**config.mk**
```make
export PLATFORM = sky130hd
export DESIGN_NAME = block_xfer_seq
export DESIGN_NICKNAME = d
export VERILOG_FILES = /design/src/rtl/block_xfer_seq.sv
export SDC_FILE = /design/constraint.sdc
export NUM_CORES = 1
export LEC_CHECK = 0
export BUFFER_PORTS_ARGS = -buffer_cell sky130_fd_sc_hd__buf_2
export CORE_ASPECT_RATIO = 0.75
export CORE_UTILIZATION = 50
export CTS_BUF_LIST = sky130_fd_sc_hd__clkbuf_16
export CTS_CLUSTER_SIZE = 8
export DETAILED_ROUTE_END_ITERATION = 7
export GPL_ROUTABILITY_DRIVEN = 1
export HOLD_SLACK_MARGIN = 0.1
export PLACE_DENSITY = 0.83
export SLEW_MARGIN = 20
export SYNTH_ARGS = -nofsm -noshare
export SYNTH_HDL_FRONTEND = slang
export SYNTH_SLANG_ARGS = --single-unit
```
**constraint.sdc**
```tcl
create_clock -name clk -period 17.9 [get_ports clk]
set_input_delay 0.895 -clock clk [delete_from_list [all_inputs] [get_ports clk]]
set_output_delay 0.895 -clock clk [all_outputs]
set_load 0.005 [all_outputs]
```
**src/rtl/block_xfer_seq.sv**
```systemverilog
module block_xfer_seq #(
  parameter int AW     = 32,
  parameter int PC_OFS = 12
) (
  input  logic          clk,
  input  logic          rst_n,
  input  logic          start,
  input  logic [15:0]   reg_list,
  input  logic [3:0]    base_idx,
  input  logic [AW-1:0] base_addr,
  input  logic [AW-1:0] instr_addr,
  input  logic          pre_step,
  input  logic          step_up,
  input  logic          write_back,
  input  logic          s_flag,
  input  logic          is_load,
  input  logic [1:0]    mode_cls,
  input  logic          saved_compact,
  output logic          busy,
  output logic          done,
  output logic          psr_restore,
  output logic          mem_req,
  output logic          mem_we,
  output logic [AW-1:0] mem_addr,
  output logic [31:0]   mem_wdata,
  input  logic [31:0]   mem_rdata,
  input  logic          mem_ready,
  output logic [3:0]    rf_raddr,
  input  logic [31:0]   rf_rdata,
  output logic [3:0]    rf_waddr,
  output logic [31:0]   rf_wdata,
  output logic          rf_we,
  output logic          rf_user_bank
);
  localparam int NR = 16;
  localparam int CW = $clog2(NR) + 1;

  typedef enum logic [1:0] {S_IDLE, S_XFER, S_DONE} st_t;
  st_t st;

  logic [NR-1:0] pend, pend_next;
  logic [AW-1:0] cur_addr, fin_addr, pc_val;
  logic          ld_q, wb_q, rst_q, cmp_q;
  logic [3:0]    bidx_q;
  logic [CW-1:0] bstart_q, bstart_d, cnt;
  logic [3:0]    idx;
  logic [AW-1:0] span, lo_addr, fin_d;
  logic          hs, restore_d;
  logic [31:0]   ld_data;

  always_comb begin
    cnt = '0;
    for (int i = 0; i < NR; i++) cnt = cnt + CW'(reg_list[i]);
  end

  always_comb begin
    idx = '0;
    for (int i = NR-1; i >= 0; i--) if (pend[i]) idx = 4'(i);
  end

  assign span      = AW'(cnt) << 2;
  assign lo_addr   = step_up ? (pre_step ? base_addr + AW'(4) : base_addr)
                             : (pre_step ? base_addr - span : base_addr - span + AW'(4));
  assign fin_d     = step_up ? base_addr + span : base_addr - span;
  assign restore_d = s_flag && is_load && reg_list[15];
  assign bstart_d  = (!s_flag || restore_d) ? CW'(16) :
                     (mode_cls == 2'b10) ? CW'(8) :
                     (mode_cls == 2'b00) ? CW'(16) : CW'(13);
  assign pend_next = pend & (pend - NR'(1));
  assign hs        = (st == S_XFER) && mem_ready;

  assign busy         = st != S_IDLE;
  assign done         = st == S_DONE;
  assign psr_restore  = done && rst_q;
  assign mem_req      = st == S_XFER;
  assign mem_we       = !ld_q;
  assign mem_addr     = cur_addr;
  assign rf_raddr     = idx;
  assign mem_wdata    = (idx == 4'd15) ? 32'(pc_val) : rf_rdata;
  assign rf_user_bank = (st == S_XFER) && ({1'b0, idx} >= bstart_q);
  assign ld_data      = (rst_q && idx == 4'd15)
                        ? (cmp_q ? {mem_rdata[31:1], 1'b0} : {mem_rdata[31:2], 2'b00})
                        : mem_rdata;
  assign rf_we        = (hs && ld_q) || (done && wb_q);
  assign rf_waddr     = done ? bidx_q : idx;
  assign rf_wdata     = done ? 32'(fin_addr) : ld_data;

  always_ff @(posedge clk) begin
    if (!rst_n) begin
      st       <= S_IDLE;
      pend     <= '0;
      cur_addr <= '0;
      fin_addr <= '0;
      pc_val   <= '0;
      ld_q     <= 1'b0;
      wb_q     <= 1'b0;
      rst_q    <= 1'b0;
      cmp_q    <= 1'b0;
      bidx_q   <= '0;
      bstart_q <= CW'(16);
    end else begin
      case (st)
        S_IDLE: if (start) begin
          pend     <= reg_list;
          cur_addr <= lo_addr;
          fin_addr <= fin_d;
          pc_val   <= instr_addr + AW'(PC_OFS);
          ld_q     <= is_load;
          wb_q     <= write_back && (reg_list != '0);
          rst_q    <= restore_d;
          cmp_q    <= saved_compact;
          bidx_q   <= base_idx;
          bstart_q <= bstart_d;
          st       <= (reg_list == '0) ? S_DONE : S_XFER;
        end
        S_XFER: if (mem_ready) begin
          pend     <= pend_next;
          cur_addr <= cur_addr + AW'(4);
          if (pend_next == '0) st <= S_DONE;
        end
        default: st <= S_IDLE;
      endcase
    end
  end

  a_r3_hold_request: assert property (@(posedge clk) disable iff (!rst_n)
    mem_req && !mem_ready |=> mem_req && $stable(mem_addr) && $stable(mem_we));

  a_r2_ascending: assert property (@(posedge clk) disable iff (!rst_n)
    mem_req && mem_ready |=> !mem_req || (mem_addr == $past(mem_addr) + AW'(4)));

  a_r8_done_pulse: assert property (@(posedge clk) disable iff (!rst_n)
    done |=> !done);

  a_r8_no_req_at_done: assert property (@(posedge clk) disable iff (!rst_n)
    done |-> !mem_req && busy);

  a_r9_restore_with_done: assert property (@(posedge clk) disable iff (!rst_n)
    psr_restore |-> done);

  a_r4_write_on_load: assert property (@(posedge clk) disable iff (!rst_n)
    rf_we && !done |-> mem_req && mem_ready && !mem_we);

  a_r11_busy_ignores_start: assert property (@(posedge clk) disable iff (!rst_n)
    mem_req && !mem_ready |=> $stable(mem_addr));
endmodule

```
**Yosys cells after proc, flatten, opt, wreduce, memory -nomap -nowiden**

Index checks and enable logic that the tools add are counted.

- Bits in registers: 127
- Bits in latches: 0
- Memory bits (writable): 0
- ROM bits: 0
- Memories kept: 0
- Logic and storage cells: 104

- Magnitude comparators: 1
- Shift-type cells: 0
- Bitwise gates (word level): 1
- Multiplexer cells: 39
- Eq/ne operators: 7
- Multipliers: 0
- Add/subtract/negate cells: 22
- Div/mod/pow operators: 0
- Reductions and logical operators: 23

Operators by type and width:

| cell | count |
|---|---|
| 32-bit 2-to-1 mux | 8 |
| 32-bit by 3-bit adder with 32-bit output (second input constant) | 3 |
| 4-bit 2-to-1 mux | 17 |
| 32-bit one-hot mux with 2 select lines | 1 |
| 5-bit by 1-bit adder with 5-bit output | 11 |
| 32-bit by 4-bit adder with 32-bit output (second input constant) | 1 |
| 32-bit by 7-bit adder with 32-bit output | 1 |
| 16-bit logical NOT | 2 |
| 16-bit 2-to-1 mux | 2 |
| 16-bit one-hot mux with 2 select lines | 1 |
| 32-bit by 7-bit subtractor with 32-bit output | 1 |
| 16-bit bitwise AND | 1 |
| 16-bit nonzero test | 1 |
| 16-bit by 1-bit subtractor with 16-bit output (second input constant) | 1 |
| 5-bit 2-to-1 mux | 3 |
| 2-bit 2-to-1 mux | 6 |
| 1-bit logical AND | 9 |
| 3-bit AND reduction | 2 |
| 4-bit by 1-bit adder with 5-bit output | 1 |
| 4-bit by 5-bit >= comparator with 1-bit output | 1 |
| 3-bit by 1-bit adder with 4-bit output | 1 |
| 2-bit equality test (second input constant) | 2 |
| 4-bit equality test (second input constant) | 1 |
| 2-bit logical NOT | 2 |
| 10 further kinds | 14 |

**Logic depth before layout (Yosys ltp)**

Gate-level depths: netlist of the first run.

- Depth after elaboration: 21
- Mapped depth: 24
- Depth with buffers taken out: 23

**Worst setup path after synthesis of the first run**

No wires, ideal clock.

- Kind: input to register
- Start: input reg_list[0]
- End: register cur_addr[21] (netlist: mem_addr[21])
- Required time: 17.778 ns
- Stages: 20
- Arrival time: 6.603 ns
- Path slack: 11.175 ns
- Buffers on the path: 1
- Path through: inv_1 fa_1 fa_1 fa_1 fa_1 inv_1 ha_1 fa_1 xor2_1 ha_1 buf_4 nor2_1 o311a_1 or4_1 a222oi_1 nand4_2 or4_4 o311ai_1 xnor2_1 a21oi_1

- Word-level cells in the longest chain between the ends: 21

Ends and longest elaborated chain:

| what | line | source |
|---|---|---|
| from (decl) | 8 | `input logic [15:0] reg_list,` |
| 1-bit by 1-bit adder with 2-bit output * | 53 | `for (int i = 0; i < NR; i++) cnt = cnt + CW'(reg_list[i]);` |
| 2-bit by 1-bit adder with 3-bit output * | 53 |  |
| 3-bit by 1-bit adder with 4-bit output * | 53 |  |
| 4-bit by 1-bit adder with 5-bit output * | 53 |  |
| 5-bit by 1-bit adder with 5-bit output * (11 in a row) | 53 |  |
| 32-bit by 7-bit subtractor with 32-bit output * | 63 | `: (pre_step ? base_addr - span : base_addr - span + AW'(4));` |
| 32-bit by 3-bit adder with 32-bit output | 63 |  |
| 32-bit 2-to-1 mux * | 63 |  |
| 32-bit 2-to-1 mux * | 62 | `assign lo_addr = step_up ? (pre_step ? base_addr + AW'(4) : base_addr)` |
| 32-bit 2-to-1 mux * | 103 | `S_IDLE: if (start) begin` |
| 32-bit one-hot mux with 2 select lines * | 102 | `case (st)` |
| to (signal assigned) | 105 | `cur_addr <= lo_addr;` |
| to (signal assigned) | 118 | `cur_addr <= cur_addr + AW'(4);` |
| to (decl) | 42 | `logic [AW-1:0] cur_addr, fin_addr, pc_val;` |

Mark *: on every way between the ends. The rest lies on a longest branch, timed or not. The select of a mux whose other input is x is not followed.
A chain may end at the register's enable or synchronous reset.

**Worst setup path in the final report of the first run**

- Start: input reg_list[11]
- End: register cur_addr[31] (netlist: mem_addr[31])

- Word-level cells in the longest chain between the ends: 11

Ends and longest elaborated chain:

| what | line |
|---|---|
| 5-bit by 1-bit adder with 5-bit output * (5 in a row) | 53 |
| 32-bit by 7-bit subtractor with 32-bit output * | 63 |
| 32-bit by 3-bit adder with 32-bit output | 63 |
| 32-bit 2-to-1 mux * | 63 |
| 32-bit 2-to-1 mux * | 62 |
| 32-bit 2-to-1 mux * | 103 |
| 32-bit one-hot mux with 2 select lines * | 102 |

Marks and branches as above.

==> results of run 1 <==
metal layers:
metal / vias up / track usage, %
met1: 5669 / 44.0
met4: 0 / 10.7
li1: 5766 / -
met2: 687 / 54.0
met3: 71 / 7.52
met5: - / 0
flip-flops by register name, summed over array words and instances (netlist names):
| name | count |
|---|---|
| bidx_q | 4 |
| bstart_q | 3 |
| cmp_q | 1 |
| fin_addr | 32 |
| ld_q | 1 |
| mem_addr | 32 |
| pc_val | 32 |
| pend | 16 |
| rst_q | 1 |
| st | 2 |
| wb_q | 1 |
area by class of cell:
type | count | area (um^2) | area share (%)
Antenna cell | 1 | 2.50 | 0.0194
Inverter | 61 | 229 | 1.77
Multi-Input combinational cell | 1219 | 7800 | 60.3
Clock inverter | 15 | 178 | 1.37
Sequential cell | 125 | 2500 | 19.4
Tap cell | 288 | 360 | 2.79
Clock buffer | 17 | 425 | 3.29
Timing Repair Buffer | 280 | 1430 | 11.1
stage by stage:
step | instance area, um^2 | util (%)
after floorplan | 11000 | -
after global placement | 12300 | 57.7
after detailed placement | 12300 | 57.7
after CTS | 12900 | 60.5
after global routing | 12900 | 60.5
final | 12900 | 60.5
power breakdown:
part,internal (mW),switching (mW)
logic,0.254,0.397
clock network,0.211,0.154
registers,0.311,0.0321
path summary, 6_finish.rpt:
path / cells after the start / endpoint / startpoint
worst max register to register: 9 / mem_addr[28] / st[1]
worst min register to register: 2 / bidx_q[0] / bidx_q[0]
worst min-delay path: 2 / bidx_q[0] / bidx_q[0]
worst max-delay path: 21 / mem_addr[31] / reg_list[11]
cell families after synthesis:
group	after synthesis
AOI/OAI and AO/OA	354
xor gates and xnor gates	112
adders and majority gates	40
buffers and inverters	168
DFF	125
muxes	42
and+or+nand+nor	671
critical path: cells and delay by family:
family          cells  cell delay, ps
buf+inv             3             220
fa+ha+maj           7            3070
compound gates      6            1670
simple gates        5            1830
Yosys cell counts (10+ instances only):
library cell	count	share of area, %
sky130_fd_sc_hd__a22oi_1	10	0.68
sky130_fd_sc_hd__a31oi_1	15	0.85
sky130_fd_sc_hd__a211oi_1	13	0.89
sky130_fd_sc_hd__dfxtp_1	125	23
sky130_fd_sc_hd__nor4_1	27	1.5
sky130_fd_sc_hd__buf_1	15	0.51
sky130_fd_sc_hd__a21boi_0	32	2.2
sky130_fd_sc_hd__inv_1	58	2.0
sky130_fd_sc_hd__o22ai_1	12	0.68
sky130_fd_sc_hd__o211ai_1	13	0.89
sky130_fd_sc_hd__nand4_1	23	1.3
sky130_fd_sc_hd__a21oi_1	72	3.3
sky130_fd_sc_hd__or3_1	14	0.80
sky130_fd_sc_hd__and3_1	27	1.5
sky130_fd_sc_hd__xnor2_1	61	4.9
sky130_fd_sc_hd__nor2b_1	28	1.6
sky130_fd_sc_hd__and4_1	10	0.80
sky130_fd_sc_hd__o211a_1	35	3.2
sky130_fd_sc_hd__clkbuf_1	74	2.5
sky130_fd_sc_hd__mux2_2	34	3.5
sky130_fd_sc_hd__xor2_1	51	4.1
sky130_fd_sc_hd__a21o_1	11	0.75
sky130_fd_sc_hd__o31ai_1	12	0.82
sky130_fd_sc_hd__nor3_1	42	1.9
sky130_fd_sc_hd__fa_1	12	2.2
sky130_fd_sc_hd__ha_1	24	2.7
sky130_fd_sc_hd__nand3_1	61	2.8
sky130_fd_sc_hd__and2_1	20	1.1
sky130_fd_sc_hd__o21ai_0	70	3.2
sky130_fd_sc_hd__nor2_1	94	3.2
sky130_fd_sc_hd__nand2_1	263	9.0
==> metrics, run 1 <==
critical path capture point type flip-flop; number of core rows 46; share of flip-flops with an asynchronous set or reset after synthesis 0%; M1 wire length about 16 mm; standard cell core area 0.0214 mm^2; share of layout cells above drive strength 1 around 22%; worst relative slew slack about a quarter; initial cell density of the core between 50 and 60%; Cell Chain, Critical Path buf_2, inv_1, fa_1, fa_1, fa_1, fa_1, inv_1, ha_1, fa_1, a21o_1, and2_1, ha_1, nor2_1, o311a_1, o21ai_0, a2111oi_4, nand3_1, nor4_1, nand4_1, a32oi_1, o31ai_1; Iteration-0 DRC Markers 1,374; main combinational cell family by area after synthesis simple AND/OR/NAND/NOR gates; area share of and/or/nand/nor cells after synthesis 30.1%; reg-to-reg slack, setup ~14,000 ps; biggest cell delay along the critical path just under 800 ps; multiplexer share of the synthesized area between 4 and 5%; top routing layer in use met4; data arrival time at the worst-slack endpoint just under 8000 ps; clock slew at reported path FFs 60 ps; total setup buffers inserted after CTS 0; Port Buffer Count 270; EDFF count, synth 0; vias per cell around 6.1; number of levels the H-tree was split into 4; Syn. warnings 0; Horiz. Die Dim roughly 170 um; sinks on the clock net ~130; I/O pin total 271; worst slack at placement around 10,000 ps; leakage power figure between 5 and 6 nW; antenna violations before repair 1; kind of path behind the tightest hold check reg -> reg; first-pass GRT wire length slightly below 60 mm; area share of fa/ha/maj cells after synthesis approximately 5.3%; kind of critical path in -> reg; maximum fanout along the worst path 8; final critical-path share of the clock period roughly 41%; gate count after technology mapping 1,512; Net count, final between 1,500 and 2,000; fraction of the mapped netlist area in compound gates about 22%; achievable clock frequency 135 MHz; Met3 Wirelength 4.01 mm; via count 12,200; routability cong. a little under 1; transition at the pin with the smallest max-transition slack about 1100 ps; total length of routed met2 wires ~17 mm; Final Max Tran Viols 0; Clock Root Buffer sky130_fd_sc_hd__clkbuf_16; most frequent standard cell in the layout excluding fill and tap cells sky130_fd_sc_hd__buf_2; overall overflow remaining after global route 0; CTS tree yes; DIE HEIGHT 131 um; post-synthesis cell area between 0.01 and 0.015 mm^2; synthesis-stage register bit count approximately 130; layout filler cell count between 2,000 and 2,500; post-synthesis sequential area ratio a little under a quarter; commonest cells after routing, fill and taps aside 269 x sky130_fd_sc_hd__buf_2, 262 x sky130_fd_sc_hd__nand2_1, 125 x sky130_fd_sc_hd__dfxtp_1; unrepaired setup endpoints after global routing no; ANT nets after route 0; number of buffers added by the clock tree synthesis step 17; mean instance size in the synthesized netlist 7.28 um^2; Setup violations, final 0; GRT Total Usage about a third; Max Clock Skew 9.25 ps; Max stage delay cell, worst path sky130_fd_sc_hd__nor4_1; number of nets in the synthesized netlist 1,708; number of buffers inserted for hold repair after clock tree synthesis 0; clock latency on the worst-skew pair around 430 ps; number of DRC violations after detailed routing 0; Layout area overhead 17.4%; pin count of the biggest net entering global routing 105; smallest setup slack after layout ~11,000 ps; sum of negative setup slack 0 ps; Power Density ~110 mW/mm^2; number of buffers on the longest clock path 2; Max IR drop VDD 0.0000803 V; Synth Area in XOR/XNOR under 10%; Fin Hold WS 462 ps; number of maximum-capacitance constraint violations 0; status finished, final reports clean; wire length per cell after detailed routing 19.3 um; Final Total Pwr between 1 and 1.5 mW; critical path data required time 18,210 ps; min Tclk post-route 7390 ps; number of global-route vias before repair approximately 11,000; count of cell types in the netlist 86; filler-free cell count of the finished design about 2,000; most frequently used flop master after synthesis sky130_fd_sc_hd__dfxtp_1; HPWL Detailed slightly below 30 mm; cell count after placement between 1,500 and 2,000; drt first pass iters 6; Die Outline Area around 0.023 mm^2; most used cell along the critical path sky130_fd_sc_hd__fa_1; WL final between 30 and 40 mm; type of origin of the critical path input port; number of hold-slack violations in the final timing report 0; cells resized by post-CTS repair 0
No activity file was read; power rests on OpenSTA's default activity.
==> run 2: changes to the inputs <==
--- a/config.mk
+++ b/config.mk
@@ -13,7 +13,7 @@
 export DETAILED_ROUTE_END_ITERATION = 7
 export GPL_ROUTABILITY_DRIVEN = 1
 export HOLD_SLACK_MARGIN = 0.1
-export PLACE_DENSITY = 0.83
+export PLACE_DENSITY = 0.86
 export SLEW_MARGIN = 20
 export SYNTH_ARGS = -nofsm -noshare
 export SYNTH_HDL_FRONTEND = slang
==> constraint.sdc (replaced) <==
create_clock -name clk -period 6.5 [get_ports clk]
set_input_delay 0.325 -clock clk [delete_from_list [all_inputs] [get_ports clk]]
set_output_delay 0.325 -clock clk [all_outputs]
set_load 0.005 [all_outputs]
==> run 2 against run 1 <==
  * Total power grew to 2.9 times the previous value
  * Setup slack worse by 10000 ps
  * Sequential power increased to 2.8 times the previous value
  * Critical path depth is 1 higher
  * Sequential share of layout area decreased by 0.66 points
  * Combinational power grew to 3.0 times the previous value
  * Cell count increased by 2.5%
  * Critical path type unchanged
  * Largest cell class unchanged
  * Largest power group unchanged
  * Highest routed layer is now met5
==> metrics, run 2 (synthesis gave the netlist of run 1 again) <==
routability cong. a little over 1; number of global-route vias before repair 11,400; Die Outline Area 0.0226 mm^2; HPWL Detailed roughly 30 mm; clock latency on the worst-skew pair ~430 ps; share of layout cells above drive strength 1 24.7%; Max IR drop VDD roughly 0.00025 V; leakage power figure between 5 and 6 nW; number of buffers on the longest clock path 2; WL final between 40 and 50 mm; wire length per cell after detailed routing 19.6 um; Port Buffer Count 270; first-pass GRT wire length 61.9 mm; worst relative slew slack between 30% and 40%; number of maximum-capacitance constraint violations 0; kind of critical path in -> reg; Clock Root Buffer sky130_fd_sc_hd__clkbuf_16; Layout area overhead 21.6%; switch share between 40% and 50%; achievable clock frequency between 150 and 200 MHz; internal power roughly 2.3 mW; Final Max Tran Viols 0; Max Clock Skew ~11 ps; Iteration-0 DRC Markers between 1,500 and 2,000; number of core rows 46; drt first pass iters 7; unrepaired setup endpoints after global routing no; part of the power in registers approximately a quarter; clock slew at reported path FFs around 70 ps; Max stage delay cell, worst path sky130_fd_sc_hd__o311ai_0; maximum fanout along the worst path 7; final critical-path share of the clock period 95.3%; proportion of power drawn by combinational gates about half; data arrival time at the worst-slack endpoint around 6500 ps; GRT Total Usage about a third; worst slack at placement -95.3 ps; transition at the pin with the smallest max-transition slack ~900 ps; Ant. Diodes 0; clock network power share between 20 and 30%; most frequent standard cell in the layout excluding fill and tap cells sky130_fd_sc_hd__buf_2; switching power total ~1.7 mW; antenna violations before repair 1; sum of negative setup slack 0 ps; cell count after placement ~2,000; filler-free cell count of the finished design 2,057; CTS tree yes; biggest cell delay along the critical path 670 ps; pin count of the biggest net entering global routing 91; number of hold-slack violations in the final timing report 0; I/O pin total approximately 270; Horiz. Die Dim about 170 um; number of buffers added by the clock tree synthesis step 17; ANT nets after route 0; sinks on the clock net between 100 and 150; via count about 13,000; Cell Chain, Critical Path buf_2, inv_1, fa_1, fa_1, fa_1, fa_1, inv_1, ha_1, fa_1, xor2_1, inv_1, ha_1, o311ai_0, buf_4, nand4_1, buf_4, nor4_1, o21ai_1, and4bb_2, nand4_1, a32oi_1, o31ai_1; initial cell density of the core about half; kind of path behind the tightest hold check in -> reg; Net count, final between 1,500 and 2,000; critical path data required time around 6800 ps; Setup violations, final 0; status finished, final reports clean; vias per cell about 6; DIE HEIGHT between 100 and 150 um; number of levels the H-tree was split into 4; standard cell core area about 0.021 mm^2; most used cell along the critical path sky130_fd_sc_hd__fa_1; smallest setup slack after layout just over 300 ps; Power Density between 200 and 300 mW/mm^2; min Tclk post-route approximately 6200 ps; commonest cells after routing, fill and taps aside 269 x sky130_fd_sc_hd__buf_2, 261 x sky130_fd_sc_hd__nand2_1, 125 x sky130_fd_sc_hd__dfxtp_1; type of origin of the critical path input port; number of DRC violations after detailed routing 0; critical path capture point type flip-flop; overall overflow remaining after global route 0
run 2: changes by cell type in the layout (fill, tap and decap cells not counted), sizes merged:
cell	before	now
buf	280	332
bufinv	2	5
clkinv	5	3
diode	1	0
inv	68	67
run 2: worst paths after layout:
check | from | to | slack, ps | cells after the start
max | reg_list[0] | mem_addr[31] | 300 | 22
min | instr_addr[1] | pc_val[1] | 150 | 3
max reg2reg | st[1] | mem_addr[26] | 2960 | 9
min reg2reg | pc_val[1] | pc_val[1] | 460 | 2
run 2: power groups by stage:
stage	sequential, mW	combinational (mW)	clock [mW]
after floorplan	0.929	1.26	0
after global placement	0.952	1.84	0
after detailed placement	0.957	1.87	0
after CTS	0.941	1.89	1.12
after global routing	0.956	2.11	1.16
final	0.944	1.95	1.11
run 2: what timing repair did:
action,in CTS,in global routing
resized for setup,0,1
buffers inserted,0,0
endpoints found under the setup margin,0,1
hold buffers,0,0
run 2: layout make-up:
type	count	area [um^2]
Clock buffer	17	425
Clock inverter	15	234
Fill cell	1994	7970
Inverter	61	229
Multi-Input combinational cell	1219	7820
Sequential cell	125	2500
Tap cell	288	360
Timing Repair Buffer	332	1820
run 2: worst max-delay path: cells and delay by family:
family / cells / cell delay [ps]
AO/OA/AOI/OAI: 4 / 1170
XOR/XNOR: 1 / 230
adder cells (fa/ha/maj): 7 / 2920
buffers and inverters: 6 / 820
AND/OR/NAND/NOR: 4 / 1040
run 2: per-layer routing:
metal  vias to the layer above  GRT usage (%)  wire length, um
met4                         2           13.1             1290
met3                       101           7.26             3920
met5                         -              0               19
met2                       729           56.4            17800
met1                      5853           45.4            17200
li1                       5870              -                -
run 2: metrics by stage:
step	hold slack (ps)	utilization [%]	power, mW	area, um^2
global placement	450	59.5	2.80	12700
floorplan	436	-	2.19	11000
CTS	140	62.6	3.95	13400
detailed placement	455	59.5	2.83	12700
global route	159	62.7	4.23	13400
finish	147	62.7	4.01	13400
==> run 3: changes to the inputs <==
--- a/config.mk
+++ b/config.mk
@@ -13,7 +13,7 @@
 export DETAILED_ROUTE_END_ITERATION = 7
 export GPL_ROUTABILITY_DRIVEN = 1
 export HOLD_SLACK_MARGIN = 0.1
-export PLACE_DENSITY = 0.86
+export PLACE_DENSITY = 0.83
 export SLEW_MARGIN = 20
 export SYNTH_ARGS = -nofsm -noshare
 export SYNTH_HDL_FRONTEND = slang
==> constraint.sdc (replaced) <==
create_clock -name clk -period 6.2 [get_ports clk]
set_input_delay 0.31 -clock clk [delete_from_list [all_inputs] [get_ports clk]]
set_output_delay 0.31 -clock clk [all_outputs]
set_load 0.005 [all_outputs]
==> run 3 against run 2 <==
  * The flow now finishes with violations (design-rule violations)
  * Register-to-register slack worse by 100 ps
  * Non-clock buffer count up 28
  * Routed wire length down 1.2%
  * Total power up 5.0%
  * Cell area up 1.6%
  * Sequential cell count unchanged
  * Core utilization up 0.98 points
  * Worst hold slack worse by 18 ps
  * Sequential share of layout area down 0.29 points
  * Die area unchanged
  * Critical path type unchanged
==> metrics, run 3 (synthesis gave the netlist of run 1 again) <==
transition at the pin with the smallest max-transition slack between 1000 and 1500 ps; critical path capture point type flip-flop; I/O pin total between 200 and 300; final critical-path share of the clock period a little over nine tenths; Net count, final a little under 2,000; Final Max Tran Viols 0; sinks on the clock net 125; Horiz. Die Dim 173 um; HPWL Detailed between 20 and 30 mm; Layout area overhead 23.5%; min Tclk post-route ~6100 ps; number of levels the H-tree was split into 4; kind of path behind the tightest hold check in -> reg; clock slew at reported path FFs ~70 ps; data arrival time at the worst-slack endpoint around 6400 ps; standard cell core area between 0.02 and 0.025 mm^2; antenna violations before repair 2; Clock Root Buffer sky130_fd_sc_hd__clkbuf_16; failing checks design-rule violations; worst relative slew slack around 28%; ANT nets after route 0; routability cong. roughly 1.0; number of buffers added by the clock tree synthesis step 17; type of origin of the critical path input port; commonest cells after routing, fill and taps aside 269 x sky130_fd_sc_hd__buf_2, 261 x sky130_fd_sc_hd__nand2_1, 125 x sky130_fd_sc_hd__dfxtp_1; CTS tree yes; most frequent standard cell in the layout excluding fill and tap cells sky130_fd_sc_hd__buf_2; WL final 39.8 mm; GRT Total Usage 34.2%; Final Total Pwr approximately 4.2 mW; leakage power figure 6.07 nW; Max Clock Skew 10.2 ps; first-pass GRT wire length 61.3 mm; share of layout cells above drive strength 1 around a quarter; clock latency on the worst-skew pair 430 ps; Max IR drop VDD between 0.0002 and 0.0003 V; number of core rows between 40 and 50; initial cell density of the core about half; number of maximum-capacitance constraint violations 0; unrepaired setup endpoints after global routing yes; critical path data required time 6500 ps; drt first pass iters 8; number of global-route vias before repair roughly 11,000; vias per cell 6.06; overall overflow remaining after global route 0; pin count of the biggest net entering global routing 107; Power Density just over 300 mW/mm^2; Die Outline Area 0.0226 mm^2; Port Buffer Count 270; status complete, but fails checks; wire length per cell after detailed routing ~19 um; via count 12,600; number of buffers on the longest clock path 2; Setup violations, final 0; DIE HEIGHT roughly 130 um; number of hold-slack violations in the final timing report 0; achievable clock frequency around 160 MHz; maximum fanout along the worst path 4; number of buffers inserted for hold repair after clock tree synthesis 0; worst slack at placement -304 ps; number of DRC violations after detailed routing 1; kind of critical path in -> reg; smallest setup slack after layout a little under 100 ps; Iteration-0 DRC Markers 1,359
## run 3: changes by cell type in the layout (fill, tap and decap cells not counted), sizes merged
cell and delta:
buf +28, bufinv -2, clkinv +1, clkinvlp +1
diode +2
## run 3: layout make-up
type                    count  area [um^2]
diodes                      2         5.00
flip-flops and latches    125         2500
clock inverters            15          186
clock buffers              17          425
repair buffers            360         2030
multi-input cells        1219         7850
fillers                  1984         7760
inverters                  61          229
well taps                 288          360
## run 3: repair_timing
item | 4_1_cts | 5_1_grt
endpoints found under the setup margin | 0 | 17
endpoints found under the hold margin | 0 | 0
gates resized for setup | 0 | 10
setup buffers | 0 | 3
## run 3: critical path: stages
cell,delay (ps)
sky130_fd_sc_hd__buf_2,90
sky130_fd_sc_hd__inv_1,50
sky130_fd_sc_hd__fa_1,600
sky130_fd_sc_hd__fa_1,470
sky130_fd_sc_hd__fa_1,470
sky130_fd_sc_hd__fa_1,510
sky130_fd_sc_hd__inv_1,50
sky130_fd_sc_hd__ha_1,220
sky130_fd_sc_hd__fa_1,410
sky130_fd_sc_hd__a21o_1,180
sky130_fd_sc_hd__and2_1,180
sky130_fd_sc_hd__ha_1,360
sky130_fd_sc_hd__inv_1,80
sky130_fd_sc_hd__buf_4,140
sky130_fd_sc_hd__a21oi_1,150
sky130_fd_sc_hd__buf_4,160
sky130_fd_sc_hd__buf_4,110
sky130_fd_sc_hd__nand4b_1,140
sky130_fd_sc_hd__a2111oi_0,620
sky130_fd_sc_hd__nor3_2,150
sky130_fd_sc_hd__nor4_1,340
sky130_fd_sc_hd__buf_4,170
sky130_fd_sc_hd__nand4_1,150
sky130_fd_sc_hd__mux2i_1,170
sky130_fd_sc_hd__o21ai_0,90
## run 3: metal layers
| layer | share of wire (%) | track usage (%) |
|---|---|---|
| met5 | 0 | 0 |
| met4 | 2.7 | 11.7 |
| met1 | 42 | 45.1 |
| met3 | 10 | 7.47 |
| met2 | 45 | 55.4 |
## run 3: through the flow
stage / hold slack (ps) / cells / TNS (ps) / area [um^2] / util (%)
6_report: 129 / 2087 / 0 / 13600 / 63.7
5_1_grt: 133 / 2086 / -107 / 13600 / 63.7
4_1_cts: 120 / 2082 / 0 / 13500 / 63.3
3_5_place_dp: 457 / 2050 / -3630 / 12900 / 60.4
3_3_place_gp: 452 / 2050 / -2850 / 12900 / 60.4
2_1_floorplan: 436 / 1512 / 0 / 11000 / -
## run 3: where the power goes
part	internal [mW]	switching, mW	total, mW
logic	0.912	1.23	2.14
clock network	0.641	0.434	1.07
registers	0.898	0.0937	0.991
total	2.45	1.75	4.20
## run 3: worst paths after layout
path / from / endpoint / slack, ps / cells after the start
min: base_idx[0] / bidx_q[0] / 130 / 3
max: reg_list[11] / mem_addr[28] / 100 / 25
min reg2reg: fin_addr[16] / fin_addr[16] / 460 / 2
max reg2reg: st[1] / mem_addr[25] / 2860 / 10
